$ cat src/rtl/uart_spi_pkg.sv
package uart_spi_pkg;
    localparam int unsigned BYTE_W     = 8;
    localparam int unsigned ADDR_W     = BYTE_W - 1;
    localparam int unsigned FRAME_BITS = 2 * BYTE_W;
    localparam int unsigned TRIG_SH    = 3;   // trigger nibble counts 8-byte units

    localparam logic [ADDR_W-1:0] A_DATA    = 7'h00;
    localparam logic [ADDR_W-1:0] A_IRQ_EN  = 7'h01;
    localparam logic [ADDR_W-1:0] A_IRQ_STS = 7'h02;
    localparam logic [ADDR_W-1:0] A_SPC_STS = 7'h06;
    localparam logic [ADDR_W-1:0] A_GEN_STS = 7'h08;
    localparam logic [ADDR_W-1:0] A_MODE    = 7'h0a;
    localparam logic [ADDR_W-1:0] A_TRIG    = 7'h10;
    localparam logic [ADDR_W-1:0] A_TX_LVL  = 7'h11;
    localparam logic [ADDR_W-1:0] A_RX_LVL  = 7'h12;

    localparam int unsigned MB_SOFT_RST = 0;
    localparam int unsigned MB_FIFO_CLR = 1;
endpackage

$ cat src/rtl/uart_spi_fifo.sv
module uart_spi_fifo #(
    parameter  int unsigned WIDTH = 8,
    parameter  int unsigned DEPTH = 128,
    localparam int unsigned PTR_W = $clog2(DEPTH),
    localparam int unsigned CNT_W = $clog2(DEPTH + 1)
) (
    input  logic             clk,
    input  logic             rst_n,
    input  logic             clr_i,
    input  logic             push_i,
    input  logic             pop_i,
    input  logic [WIDTH-1:0] din_i,
    output logic [WIDTH-1:0] dout_o,
    output logic [CNT_W-1:0] cnt_o
);
    typedef struct packed {
        logic [PTR_W-1:0] wptr;
        logic [PTR_W-1:0] rptr;
        logic [CNT_W-1:0] cnt;
    } fifo_state_t;

    fifo_state_t st_d, st_q;
    logic [WIDTH-1:0] mem [DEPTH];
    logic do_push, do_pop, is_full, is_empty;

    assign is_full  = (st_q.cnt == CNT_W'(DEPTH));
    assign is_empty = (st_q.cnt == '0);
    assign do_push  = push_i && !clr_i && !is_full;
    assign do_pop   = pop_i  && !clr_i && !is_empty;

    function automatic logic [PTR_W-1:0] bump(input logic [PTR_W-1:0] p);
        return (p == PTR_W'(DEPTH - 1)) ? '0 : p + 1'b1;
    endfunction

    always_comb begin
        st_d = st_q;
        if (clr_i) begin
            st_d = '0;
        end else begin
            if (do_push) st_d.wptr = bump(st_q.wptr);
            if (do_pop)  st_d.rptr = bump(st_q.rptr);
            if (do_push && !do_pop) st_d.cnt = st_q.cnt + 1'b1;
            if (do_pop && !do_push) st_d.cnt = st_q.cnt - 1'b1;
        end
    end

    always_ff @(posedge clk or negedge rst_n) begin
        if (!rst_n) st_q <= '0;
        else        st_q <= st_d;
    end

    always_ff @(posedge clk) begin
        if (do_push) mem[st_q.wptr] <= din_i;
    end

    assign dout_o = mem[st_q.rptr];
    assign cnt_o  = st_q.cnt;

    p_no_overflow_r5: assert property (@(posedge clk) disable iff (!rst_n)
        st_q.cnt <= CNT_W'(DEPTH));
    p_full_drop_r5: assert property (@(posedge clk) disable iff (!rst_n)
        (push_i && is_full && !pop_i && !clr_i) |=> (st_q.cnt == CNT_W'(DEPTH)));
    p_empty_pop_r4: assert property (@(posedge clk) disable iff (!rst_n)
        (pop_i && is_empty && !push_i && !clr_i) |=> (st_q.cnt == '0));
    p_clear_empties_r11: assert property (@(posedge clk) disable iff (!rst_n)
        clr_i |=> (st_q.cnt == '0));
endmodule

$ cat src/rtl/uart_spi_frontend.sv
module uart_spi_frontend
    import uart_spi_pkg::*;
(
    input  logic              clk,
    input  logic              rst_n,
    input  logic              sclk_i,
    input  logic              cs_n_i,
    input  logic              mosi_i,
    output logic              miso_o,
    output logic              rd_stb_o,
    output logic              wr_stb_o,
    output logic [ADDR_W-1:0] addr_o,
    output logic [BYTE_W-1:0] wdata_o,
    input  logic [BYTE_W-1:0] rdata_i
);
    localparam int unsigned BC_W = $clog2(FRAME_BITS + 1);

    typedef struct packed {
        logic [2:0]        sclk_s;
        logic [1:0]        cs_s;
        logic [1:0]        mosi_s;
        logic [BC_W-1:0]   bitcnt;
        logic [BYTE_W-2:0] shin;
        logic [BYTE_W-1:0] addr;
        logic [BYTE_W-1:0] wdata;
        logic [BYTE_W-1:0] shout;
        logic              miso;
        logic              rd_stb;
        logic              wr_stb;
    } fe_state_t;

    localparam fe_state_t FE_RST = '{sclk_s: '0, cs_s: 2'b11, mosi_s: '0, bitcnt: '0,
                                     shin: '0, addr: '0, wdata: '0, shout: '0,
                                     miso: 1'b0, rd_stb: 1'b0, wr_stb: 1'b0};

    fe_state_t fe_d, fe_q;
    logic sck_rise, sck_fall, selected, mosi_b;

    assign sck_rise = fe_q.sclk_s[1] & ~fe_q.sclk_s[2];
    assign sck_fall = ~fe_q.sclk_s[1] & fe_q.sclk_s[2];
    assign selected = ~fe_q.cs_s[1];
    assign mosi_b   = fe_q.mosi_s[1];

    always_comb begin
        fe_d        = fe_q;
        fe_d.sclk_s = {fe_q.sclk_s[1:0], sclk_i};
        fe_d.cs_s   = {fe_q.cs_s[0], cs_n_i};
        fe_d.mosi_s = {fe_q.mosi_s[0], mosi_i};
        fe_d.rd_stb = 1'b0;
        fe_d.wr_stb = 1'b0;
        if (!selected) begin
            fe_d.bitcnt = '0;
            fe_d.miso   = 1'b0;
            fe_d.shout  = '0;
        end else begin
            if (sck_rise && fe_q.bitcnt < BC_W'(FRAME_BITS)) begin
                fe_d.shin   = {fe_q.shin[BYTE_W-3:0], mosi_b};
                fe_d.bitcnt = fe_q.bitcnt + 1'b1;
                if (fe_q.bitcnt == BC_W'(BYTE_W - 1)) begin
                    fe_d.addr   = {fe_q.shin, mosi_b};
                    fe_d.rd_stb = ~fe_q.shin[BYTE_W-2];
                end
                if (fe_q.bitcnt == BC_W'(FRAME_BITS - 1) && fe_q.addr[BYTE_W-1]) begin
                    fe_d.wdata  = {fe_q.shin, mosi_b};
                    fe_d.wr_stb = 1'b1;
                end
            end
            if (sck_fall && fe_q.bitcnt >= BC_W'(BYTE_W) && fe_q.bitcnt < BC_W'(FRAME_BITS)) begin
                fe_d.miso  = fe_q.shout[BYTE_W-1];
                fe_d.shout = {fe_q.shout[BYTE_W-2:0], 1'b0};
            end
        end
        if (fe_q.rd_stb) fe_d.shout = rdata_i;
    end

    always_ff @(posedge clk or negedge rst_n) begin
        if (!rst_n) fe_q <= FE_RST;
        else        fe_q <= fe_d;
    end

    assign miso_o   = fe_q.miso;
    assign rd_stb_o = fe_q.rd_stb;
    assign wr_stb_o = fe_q.wr_stb;
    assign addr_o   = fe_q.addr[ADDR_W-1:0];
    assign wdata_o  = fe_q.wdata;

    p_strobe_excl_r1: assert property (@(posedge clk) disable iff (!rst_n)
        !(fe_q.rd_stb && fe_q.wr_stb));
    p_read_at_addr_r1: assert property (@(posedge clk) disable iff (!rst_n)
        fe_q.rd_stb |-> (fe_q.bitcnt == BC_W'(BYTE_W)));
    p_write_full_frame_r13: assert property (@(posedge clk) disable iff (!rst_n)
        fe_q.wr_stb |-> (fe_q.bitcnt == BC_W'(FRAME_BITS) && fe_q.addr[BYTE_W-1]));
endmodule

$ cat src/rtl/uart_spi_regfile.sv
module uart_spi_regfile
    import uart_spi_pkg::*;
#(
    parameter int unsigned CNT_W = 8
) (
    input  logic              clk,
    input  logic              rst_n,
    input  logic              rd_stb_i,
    input  logic              wr_stb_i,
    input  logic [ADDR_W-1:0] addr_i,
    input  logic [BYTE_W-1:0] wdata_i,
    output logic [BYTE_W-1:0] rdata_o,
    output logic              tx_push_o,
    input  logic [CNT_W-1:0]  tx_cnt_i,
    output logic              rx_pop_o,
    input  logic [CNT_W-1:0]  rx_cnt_i,
    input  logic [BYTE_W-1:0] rx_head_i,
    output logic              fifo_clr_o,
    input  logic              line_evt_i,
    input  logic [BYTE_W-1:0] spc_evt_i,
    input  logic [BYTE_W-1:0] gen_evt_i,
    input  logic              cts_evt_i,
    output logic              irq_n_o
);
    typedef struct packed {
        logic [BYTE_W-1:0] irq_en;
        logic [BYTE_W-1:0] irq_sts;
        logic [BYTE_W-1:0] spc_sts;
        logic [BYTE_W-1:0] gen_sts;
        logic [BYTE_W-1:0] mode;
        logic [BYTE_W-1:0] trig;
        logic              prev_tx_empty;
        logic              prev_rx_empty;
        logic              prev_rx_hit;
        logic              prev_tx_low;
    } reg_state_t;

    localparam reg_state_t REGS_RST = '{irq_en: '0, irq_sts: '0, spc_sts: '0, gen_sts: '0,
                                        mode: '0, trig: '0, prev_tx_empty: 1'b1,
                                        prev_rx_empty: 1'b1, prev_rx_hit: 1'b0,
                                        prev_tx_low: 1'b0};

    reg_state_t rf_d, rf_q;

    logic [3:0]        tx_nib, rx_nib;
    logic [CNT_W-1:0]  tx_thr, rx_thr;
    logic              tx_empty, rx_empty, tx_low, rx_hit;
    logic              rd_irq, rd_spc, rd_gen, soft_rst;
    logic [BYTE_W-1:0] set_irq;

    assign tx_nib   = rf_q.trig[3:0];
    assign rx_nib   = rf_q.trig[7:4];
    assign tx_thr   = CNT_W'(tx_nib) << TRIG_SH;
    assign rx_thr   = CNT_W'(rx_nib) << TRIG_SH;
    assign tx_empty = (tx_cnt_i == '0);
    assign rx_empty = (rx_cnt_i == '0);
    assign tx_low   = (tx_nib != '0) && (tx_cnt_i <= tx_thr);
    assign rx_hit   = (rx_nib != '0) && (rx_cnt_i >= rx_thr);

    assign rd_irq   = rd_stb_i && (addr_i == A_IRQ_STS);
    assign rd_spc   = rd_stb_i && (addr_i == A_SPC_STS);
    assign rd_gen   = rd_stb_i && (addr_i == A_GEN_STS);
    assign soft_rst = wr_stb_i && (addr_i == A_MODE) && wdata_i[MB_SOFT_RST];

    assign set_irq = {cts_evt_i,
                      rx_empty & ~rf_q.prev_rx_empty,
                      tx_empty & ~rf_q.prev_tx_empty,
                      tx_low   & ~rf_q.prev_tx_low,
                      rx_hit   & ~rf_q.prev_rx_hit,
                      |gen_evt_i,
                      |spc_evt_i,
                      line_evt_i};

    always_comb begin
        rf_d               = rf_q;
        rf_d.prev_tx_empty = tx_empty;
        rf_d.prev_rx_empty = rx_empty;
        rf_d.prev_rx_hit   = rx_hit;
        rf_d.prev_tx_low   = tx_low;
        rf_d.irq_sts = (rd_irq ? '0 : rf_q.irq_sts) | set_irq;
        rf_d.spc_sts = (rd_spc ? '0 : rf_q.spc_sts) | spc_evt_i;
        rf_d.gen_sts = (rd_gen ? '0 : rf_q.gen_sts) | gen_evt_i;
        if (wr_stb_i) begin
            unique case (addr_i)
                A_IRQ_EN: rf_d.irq_en = wdata_i;
                A_MODE:   rf_d.mode   = wdata_i & ~(BYTE_W'(1) << MB_SOFT_RST);
                A_TRIG:   rf_d.trig   = wdata_i;
                default:  ;
            endcase
        end
        if (soft_rst) rf_d = REGS_RST;
    end

    always_ff @(posedge clk or negedge rst_n) begin
        if (!rst_n) rf_q <= REGS_RST;
        else        rf_q <= rf_d;
    end

    always_comb begin
        unique case (addr_i)
            A_DATA:    rdata_o = rx_empty ? '0 : rx_head_i;
            A_IRQ_EN:  rdata_o = rf_q.irq_en;
            A_IRQ_STS: rdata_o = rf_q.irq_sts;
            A_SPC_STS: rdata_o = rf_q.spc_sts;
            A_GEN_STS: rdata_o = rf_q.gen_sts;
            A_MODE:    rdata_o = rf_q.mode;
            A_TRIG:    rdata_o = rf_q.trig;
            A_TX_LVL:  rdata_o = BYTE_W'(tx_cnt_i);
            A_RX_LVL:  rdata_o = BYTE_W'(rx_cnt_i);
            default:   rdata_o = '0;
        endcase
    end

    assign tx_push_o  = wr_stb_i && (addr_i == A_DATA);
    assign rx_pop_o   = rd_stb_i && (addr_i == A_DATA);
    assign fifo_clr_o = soft_rst || rf_q.mode[MB_FIFO_CLR];
    assign irq_n_o    = ~|(rf_q.irq_sts & rf_q.irq_en);

    p_read_clears_r7: assert property (@(posedge clk) disable iff (!rst_n)
        (rd_irq && set_irq == '0) |=> (rf_q.irq_sts == '0));
    p_enable_write_r9: assert property (@(posedge clk) disable iff (!rst_n)
        (wr_stb_i && addr_i == A_IRQ_EN) |=> (rf_q.irq_en == $past(wdata_i)));
    p_ro_write_r6: assert property (@(posedge clk) disable iff (!rst_n)
        (wr_stb_i && (addr_i == A_TX_LVL || addr_i == A_RX_LVL || addr_i == A_IRQ_STS))
        |=> ($stable(rf_q.irq_en) && $stable(rf_q.mode) && $stable(rf_q.trig)));
    p_soft_reset_r12: assert property (@(posedge clk) disable iff (!rst_n)
        soft_rst |=> (rf_q.irq_en == '0 && rf_q.trig == '0 && rf_q.mode == '0 && rf_q.irq_sts == '0));
endmodule

$ cat src/rtl/uart_spi_bridge.sv
module uart_spi_bridge
    import uart_spi_pkg::*;
#(
    parameter int unsigned FIFO_DEPTH = 128
) (
    input  logic              clk,
    input  logic              rst_n,
    input  logic              spi_sclk,
    input  logic              spi_cs_n,
    input  logic              spi_mosi,
    output logic              spi_miso,
    output logic [BYTE_W-1:0] tx_data_o,
    output logic              tx_valid_o,
    input  logic              tx_take_i,
    input  logic [BYTE_W-1:0] rx_data_i,
    input  logic              rx_put_i,
    input  logic              line_evt_i,
    input  logic [BYTE_W-1:0] spc_evt_i,
    input  logic [BYTE_W-1:0] gen_evt_i,
    input  logic              cts_evt_i,
    output logic              irq_n_o
);
    localparam int unsigned LVL_W = $clog2(FIFO_DEPTH + 1);

    logic              rd_stb, wr_stb, tx_push, rx_pop, fifo_clr;
    logic [ADDR_W-1:0] reg_addr;
    logic [BYTE_W-1:0] wdata, rdata, rx_head;
    logic [LVL_W-1:0]  tx_cnt, rx_cnt;

    uart_spi_frontend u_fe (
        .clk      (clk),
        .rst_n    (rst_n),
        .sclk_i   (spi_sclk),
        .cs_n_i   (spi_cs_n),
        .mosi_i   (spi_mosi),
        .miso_o   (spi_miso),
        .rd_stb_o (rd_stb),
        .wr_stb_o (wr_stb),
        .addr_o   (reg_addr),
        .wdata_o  (wdata),
        .rdata_i  (rdata)
    );

    uart_spi_regfile #(.CNT_W(LVL_W)) u_regs (
        .clk        (clk),
        .rst_n      (rst_n),
        .rd_stb_i   (rd_stb),
        .wr_stb_i   (wr_stb),
        .addr_i     (reg_addr),
        .wdata_i    (wdata),
        .rdata_o    (rdata),
        .tx_push_o  (tx_push),
        .tx_cnt_i   (tx_cnt),
        .rx_pop_o   (rx_pop),
        .rx_cnt_i   (rx_cnt),
        .rx_head_i  (rx_head),
        .fifo_clr_o (fifo_clr),
        .line_evt_i (line_evt_i),
        .spc_evt_i  (spc_evt_i),
        .gen_evt_i  (gen_evt_i),
        .cts_evt_i  (cts_evt_i),
        .irq_n_o    (irq_n_o)
    );

    uart_spi_fifo #(.WIDTH(BYTE_W), .DEPTH(FIFO_DEPTH)) u_tx_q (
        .clk    (clk),
        .rst_n  (rst_n),
        .clr_i  (fifo_clr),
        .push_i (tx_push),
        .pop_i  (tx_take_i),
        .din_i  (wdata),
        .dout_o (tx_data_o),
        .cnt_o  (tx_cnt)
    );

    uart_spi_fifo #(.WIDTH(BYTE_W), .DEPTH(FIFO_DEPTH)) u_rx_q (
        .clk    (clk),
        .rst_n  (rst_n),
        .clr_i  (fifo_clr),
        .push_i (rx_put_i),
        .pop_i  (rx_pop),
        .din_i  (rx_data_i),
        .dout_o (rx_head),
        .cnt_o  (rx_cnt)
    );

    assign tx_valid_o = (tx_cnt != '0);
endmodule

$ cat config.mk
export PLATFORM = sky130hd
export DESIGN_NAME = uart_spi_bridge
export DESIGN_NICKNAME = d
export VERILOG_FILES = /design/src/rtl/uart_spi_pkg.sv /design/src/rtl/uart_spi_fifo.sv /design/src/rtl/uart_spi_frontend.sv /design/src/rtl/uart_spi_regfile.sv /design/src/rtl/uart_spi_bridge.sv
export SDC_FILE = /design/constraint.sdc
export NUM_CORES = 2
export LEC_CHECK = 0
export BUFFER_PORTS_ARGS = -buffer_cell sky130_fd_sc_hd__buf_4
export CORE_MARGIN = 1
export CORE_UTILIZATION = 45
export DETAILED_ROUTE_END_ITERATION = 7
export MAX_ROUTING_LAYER = met4
export PLACE_DENSITY_LB_ADDON = 0.12
export SLEW_MARGIN = 30
export SYNTH_ARGS = -nofsm -noshare
export SYNTH_HDL_FRONTEND = slang
export SYNTH_SLANG_ARGS = --single-unit
export TNS_END_PERCENT = 30
$ cat constraint.sdc
create_clock -name clk -period 11.45 [get_ports clk]
set_input_delay 1.145 -clock clk [delete_from_list [all_inputs] [get_ports clk]]
set_output_delay 1.145 -clock clk [all_outputs]
set_load 0.1 [all_outputs]
Word level (Yosys, flattened, before mapping). Memories as Yosys holds them, arrays and structs flattened. Index checks and enable logic that the tools add are counted.

Output and inout port bits: 11. Latch bits: 0. Memories: 2. Memory bits (read-only): 0. Register bits after elaboration: 142. Memory bits (writable): 2048. Word-level logic and storage cells: 180.

Memories: u_rx_q.mem (depth 128, bits a word 8, read ports 1, clocked after Yosys merged registers in 0, wr ports 1, line uart_spi_fifo.sv:23) `logic [WIDTH-1:0] mem [DEPTH];`; u_tx_q.mem (depth 128, bits a word 8, read ports 1, clocked after Yosys merged registers in 0, wr ports 1, line uart_spi_fifo.sv:23).

Reductions and logical operators: 64. Bitwise gates (word level): 18. Eq/ne operators: 16. Div/mod/pow operators: 0. Shift-type cells: 0. Magnitude comparators: 4. Multiplexer cells: 40. Multiply operators: 0. Add/sub/neg operators: 9.

Operators with widths (count): 2-to-1 mux 8 bit (15); one-hot mux 8 bit (9 select lines) (1); 2-to-1 mux 7 bit (8); 2-to-1 mux 52 bit (1); 2-to-1 mux 22 bit (2); adder 7 x 1 -> 7 bit (second input constant) (4); == test 7 bit (second input constant) (4); 2-to-1 mux 28 bit (1); logical AND 1 bit (25); OR 8 bit (3); OR reduction 8 bit (3); == test 7 x 5 -> 1 bit (second input constant) (3); nonzero test 2 bit (10); 2-to-1 mux 9 bit (2); adder 8 x 1 -> 8 bit (second input constant) (2); == test 8 bit (second input constant) (2); logical NOT 8 bit (2); 2-to-1 mux 16 bit (1); subtractor 8 x 1 -> 8 bit (second input constant) (2); == test 7 x 4 -> 1 bit (second input constant) (2); logical NOT 1 bit (10); nonzero test 3 bit (3); bitwise AND 8 bit (1); >= comparator 8 x 7 -> 1 bit (1); 20 further kinds (43).

Longest topological paths before layout.
Depth in word-level cells: 12. Mapped depth: 15. Gate-level depth less buffers: 12.

By module. From an unflattened synthesis, not the netlist that was laid out.

Cell total of the unflattened synthesis: 4561. Area total of the unflattened synthesis: 87365.0 sq um.

By module, submodules not included: uart_spi_fifo (u_rx_q) (instances 1, cells each 2046, area an instance 41172.0 sq um); uart_spi_fifo (u_tx_q) (instances 1, cells each 2045, area an instance 41164.5 sq um); uart_spi_regfile (instances 1, cells each 328, area an instance 3057.9 sq um); uart_spi_frontend (instances 1, cells each 139, area an instance 1954.4 sq um); uart_spi_bridge (instances 1, cells each 3, area an instance 16.3 sq um).

Worst setup path before layout. No wires, ideal clock.

Path kind: reg2reg. Start point: reg u_fe.fe_q, in the netlist u_fe.wdata_o[0]. End point: reg u_rx_q.st_q, in the netlist u_rx_q.cnt_o[6]. Path slack: 7.170 ns. Stages on the path, launching flop included: 12. Buffers on the path: 0. Arrival time: 4.144 ns. Cell sequence: dfrtp_1 nand2_1 o31ai_2 nor2_2 xor2_1 ha_1 or4_1 o21ai_0 o22ai_1 a21oi_1 xor2_1 a211oi_2.

Cells in the longest elaborated chain, start to end: 9. Elaborated cells between the ends (all ways): 14. Those cells by class: 2 x mux; 12 x reduce/logical.

Ends and longest elaborated chain: start, declared (line uart_spi_frontend.sv:36) `fe_state_t fe_d, fe_q;`; start signal, assigned (line uart_spi_frontend.sv:77) `if (!rst_n) fe_q <= FE_RST;`; start signal, assigned (line uart_spi_frontend.sv:78) `else fe_q <= fe_d;`; logical AND 1 bit * (line uart_spi_regfile.sv:63) `assign soft_rst = wr_stb_i && (addr_i == A_MODE) && wdata_i[MB_SOFT_RST];`; logical OR 1 bit * (line uart_spi_regfile.sv:116) `assign fifo_clr_o = soft_rst || rf_q.mode[MB_FIFO_CLR];`; logical NOT 1 bit (line uart_spi_fifo.sv:28, uart_spi_fifo.sv:29); logical AND 1 bit (2 in a row) (line uart_spi_fifo.sv:28) `assign do_push = push_i && !clr_i && !is_full;`; logical NOT 1 bit (line uart_spi_fifo.sv:43) `if (do_pop && !do_push) st_d.cnt = st_q.cnt - 1'b1;`; logical AND 1 bit (line uart_spi_fifo.sv:43); 2-to-1 mux 8 bit (line uart_spi_fifo.sv:43); 2-to-1 mux 22 bit (line uart_spi_fifo.sv:37) `if (clr_i) begin`; end signal, assigned (line uart_spi_fifo.sv:49) `else st_q <= st_d;`; end, declared (line uart_spi_fifo.sv:22) `fifo_state_t st_d, st_q;`.

Every way passes the cells marked *; elsewhere a longest branch is shown, timed or not. A chain may end at the register's enable or synchronous reset.

Worst setup path after layout.
Start point: reg u_tx_q.st_q[9] (netlist bit). End point: out tx_data_o[7].

Cells in the longest elaborated chain, start to end: 1.

Ends and longest elaborated chain: start, declared (line uart_spi_fifo.sv:22); start signal, assigned (line uart_spi_fifo.sv:49); memory (128 x 8 bit); end, declared (line uart_spi_bridge.sv:12) `output logic [BYTE_W-1:0] tx_data_o,`.

Every way passes these cells.

==> metrics.md <==
| Metric | Value |
|---|---|
| Status | finished clean |
| Worst Hold Class | reg -> reg |
| Clock sinks | 2189 |
| Inserted Clock Buffers | roughly 220 |
| Area share of the largest cell type after synthesis | 70.7% |
| Sw frac | a little over a quarter |
| Setup bufs post-CTS | 0 |
| Area Growth Syn to Fin | 11.5% |
| Leakage | approximately 33 nW |
| Switching power | between 4 and 5 mW |
| Largest cells by area after synthesis | edfxtp_1, mux4_2, dfrtp_1, mux2i_1, nor2_1 |
| Worst path bufs/invs | 3 |
| Number of stages on the worst setup path | 9 |
| Pre-antenna DRT Iters | 5 |
| Crit path capture | tx_data_o[7] |
| Reg2reg setup slack | 6460 ps |
| Iter 0 DRT Violations | between 4000 and 5000 |
| Critical Path RT | 10310 ps |
| Worst skew pair latency | around 860 ps |
| Slew HR | between 20% and 30% |
| Top cell type by total area after synthesis | edfxtp_1 |
| Highest clock rate | 142 MHz |
| # nets final | 4703 |
| Clock transition at the registers of the reported paths | 60 ps |
| Die X-Extent | 442 microns |
| Post-synth ARST share | 6.44% |
| Die area | roughly 200000 sq um |
| Final hold violation count | 0 |
| Grt ovf | 0 |
| Syn_nets | 4636 |
| H-tree Lvls | 4 |
| GRT Total Usage | 22.7% |
| Commonest non-fill, non-tap cell in the layout | edfxtp_1 |
| FF-to-FF End | u_fe.fe_q[5] |
| Power Total | around 18 mW |
| Detailed placer's ending HPWL | around 130000 microns |
| CP Capture Type | primary output |
| Post-synthesis cell area | 87000 sq um |
| Wire length per cell | 29.3 microns |
| Peak supply drop | roughly 0.00016 V |
| Crit path max-delay family | buffers and inverters |
| Maximum net fanout on the critical path | 67 |
| Combinational power share | 13.1% |
| First-pass GRT wire length | 315000 microns |
| Top FF cell, synth | edfxtp_1 |
| Min Clock Period, post-route | just over 7000 ps |
| Final period util | 61.5% |
| Antenna Nets Post-Route | 0 |
| Number of instances resized during post-cts repair | 0 |
| I/O pin count | 44 |
| Post-synth EDFFs | about 2000 |
| CTS tree | built |
| Clock Path Buffers | 3 |
| Root buffer cell | clkbuf_16 |
| Pre-CTS setup slack | 5280 ps |
| Pwr dens | 190 nW/um^2 |
| Most common cell on crit path | buf_4 |
| PnR worst setup slack | 4410 ps |
| Critical Path Start | u_tx_q.st_q[9] |
| Share of layout cells above drive strength 1 | between 20% and 30% |
| Register area share after synthesis | 74.8% |
| Initial antenna violation count | 3 |
| CP Class | reg -> out |
| Max-Cap Viols | 0 |
| Slew Viols, Final | 0 |
| Unrepaired setup endpoints after global routing | false |
| CP Launch Type | flip-flop |
| Final Wtd Congestion | 0.853 |
| Sequential Power Share | around half |
| Crit-path slowest cell | dfrtp_4 |
| Core Footprint | 191000 sq um |
| Row cnt | between 150 and 200 |
| Clock power share | 37.9% |
| Post-Route Skew | 27.2 ps |
| Total Routed Length | 215000 microns |
| Pin count of the biggest net entering global routing | 113 |
| Via count | 43400 |
| # DRC | 0 |
| Worst Reg2Reg Path Length in Cells | 8 |
| Internal | 13.6 mW |
| Routed vias/inst | just under 6 |
| Commonest cells after routing, fill and taps aside | edfxtp_1, mux4_2, nor2_1 |
| Max incr delay on CP | approximately 960 ps |
| Setup Viol. Count Final | 0 |
| Fin Setup TNS | 0 ps |
| CP arrival | 5890 ps |
| Starting Density | 45.5% |
| Synth Register Bits | 2189 |
| Warnings, synthesis | 0 |
| Die height | 442 microns |
| IO buf count | 43 |
| CP Cell Sequence | buf_4 > nand2b_4 > buf_4 > o221ai_1 > o22ai_1 > a21oi_1 > mux4_2 > mux2_2 > buf_4 |
| Hold buffer count at cts | 0 |
| Vias in the first global route | 43800 |
| Slew of the pin with the lowest slew margin | 1060 ps |
| Cells after Synth | about 4600 |
| Syn Area/Cell | 19.0 sq um |
| Post-synth cell types | 90 |
| Worst reg2reg path startpoint | u_rx_q.st_q[8] |
==> worst reg2reg max path, delay by kind of cell (launching register included) <==
family / cells / cell delay [ps]
AOI/OAI and AO/OA: 3 / 630
buffers and inverters: 2 / 1490
muxes: 2 / 1180
DFF: 1 / 940
and+or+nand+nor: 1 / 570
==> final cells by class <==
class                      count  area [sq um]
fill                       15500         94000
sequential                  2189         65100
multi-input combinational   2109         20800
clock buffer                 290          5880
tap                         2511          3140
clock inverter               123          1060
timing repair buffer         111           950
inverter                      19          71.3
antenna                        3          7.51
==> state kept, by name (all words and copies together) (netlist names) <==
signal / cells
u_rx_q.mem: 1024
u_tx_q.mem: 1024
u_regs.rf_q: 51
u_fe.fe_q: 24
u_rx_q.st_q: 14
u_tx_q.st_q: 14
u_fe.wdata_o: 8
u_rx_q.cnt_o: 8
u_tx_q.cnt_o: 8
u_fe.addr_o: 7
u_fe.fe_d: 4
u_fe.miso_o: 1
u_fe.rd_stb_o: 1
u_fe.wr_stb_o: 1
==> power groups by stage <==
stage	Clock (mW)	Sequential (mW)	Combinational (mW)
after floorplan	0	9.02	1.83
after global placement	0	9.24	2.38
after detailed placement	0	9.22	2.45
after CTS	7.12	9.05	2.45
after global routing	7.41	9.07	2.59
final	6.99	9.05	2.42
==> routing by layer <==
| layer | track usage [%] | part of all wire [%] | vias to the layer above |
|---|---|---|---|
| li1 | - | - | 18800 |
| met1 | 30.6 | 43 | 23100 |
| met2 | 36.7 | 50 | 1224 |
| met3 | 2.98 | 4.6 | 296 |
| met4 | 5.73 | 2.2 | 0 |
| met5 | - | 0 | - |
==> stage by stage <==
stage	utilization (%)	cells	hold WS (ps)	area, sq um
floorplan	-	4584	331	87000
global placement	47.1	6937	344	89900
detailed placement	47.1	6938	340	90000
CTS	50.8	7351	338	96900
global route	50.8	7355	361	97000
finish	50.8	7355	350	97000
==> worst min path at each step <==
stage | startpoint | end | slack (ps) | cells past startpoint
after floorplan | u_fe.fe_d[44] | u_fe.fe_d[45] | 330 | 0
after global placement | u_fe.fe_d[40] | u_fe.fe_q[40] | 340 | 0
after detailed placement | u_fe.fe_d[40] | u_fe.fe_q[40] | 340 | 0
after CTS | spi_mosi | u_fe.fe_d[40] | 340 | 1
after global routing | u_fe.fe_d[44] | u_fe.fe_d[45] | 360 | 0
final | u_fe.fe_d[40] | u_fe.fe_q[40] | 350 | 0
==> cells by family after synthesis <==
| logic type | count (synthesis) | synth area share (%) |
|---|---|---|
| buf+inv | 286 | 1.44 |
| xor+xnor | 33 | 0.341 |
| flops | 2189 | 74.8 |
| compound gates | 533 | 3.84 |
| simple gates | 752 | 3.79 |
| fa+ha+maj | 19 | 0.273 |
| mux | 772 | 15.5 |
==> cell usage after synthesis, drive strengths merged, types with 5 or more instances <==
cell	n
a211oi	8
a21oi	201
a22oi	23
a31oi	5
and2	7
and3	13
buf	122
clkbuf	145
dfrtp	137
edfxtp	2048
ha	19
inv	18
mux2	101
mux2i	219
mux4	452
nand2	204
nand2b	12
nand3	60
nand3b	5
nand4	9
nor2	367
nor2b	18
nor3	13
nor4	18
o211ai	5
o21ai	106
o221ai	65
o22ai	69
o32ai	6
or3	9
xnor2	14
xor2	19
No activity file was read; power rests on OpenSTA's default activity.
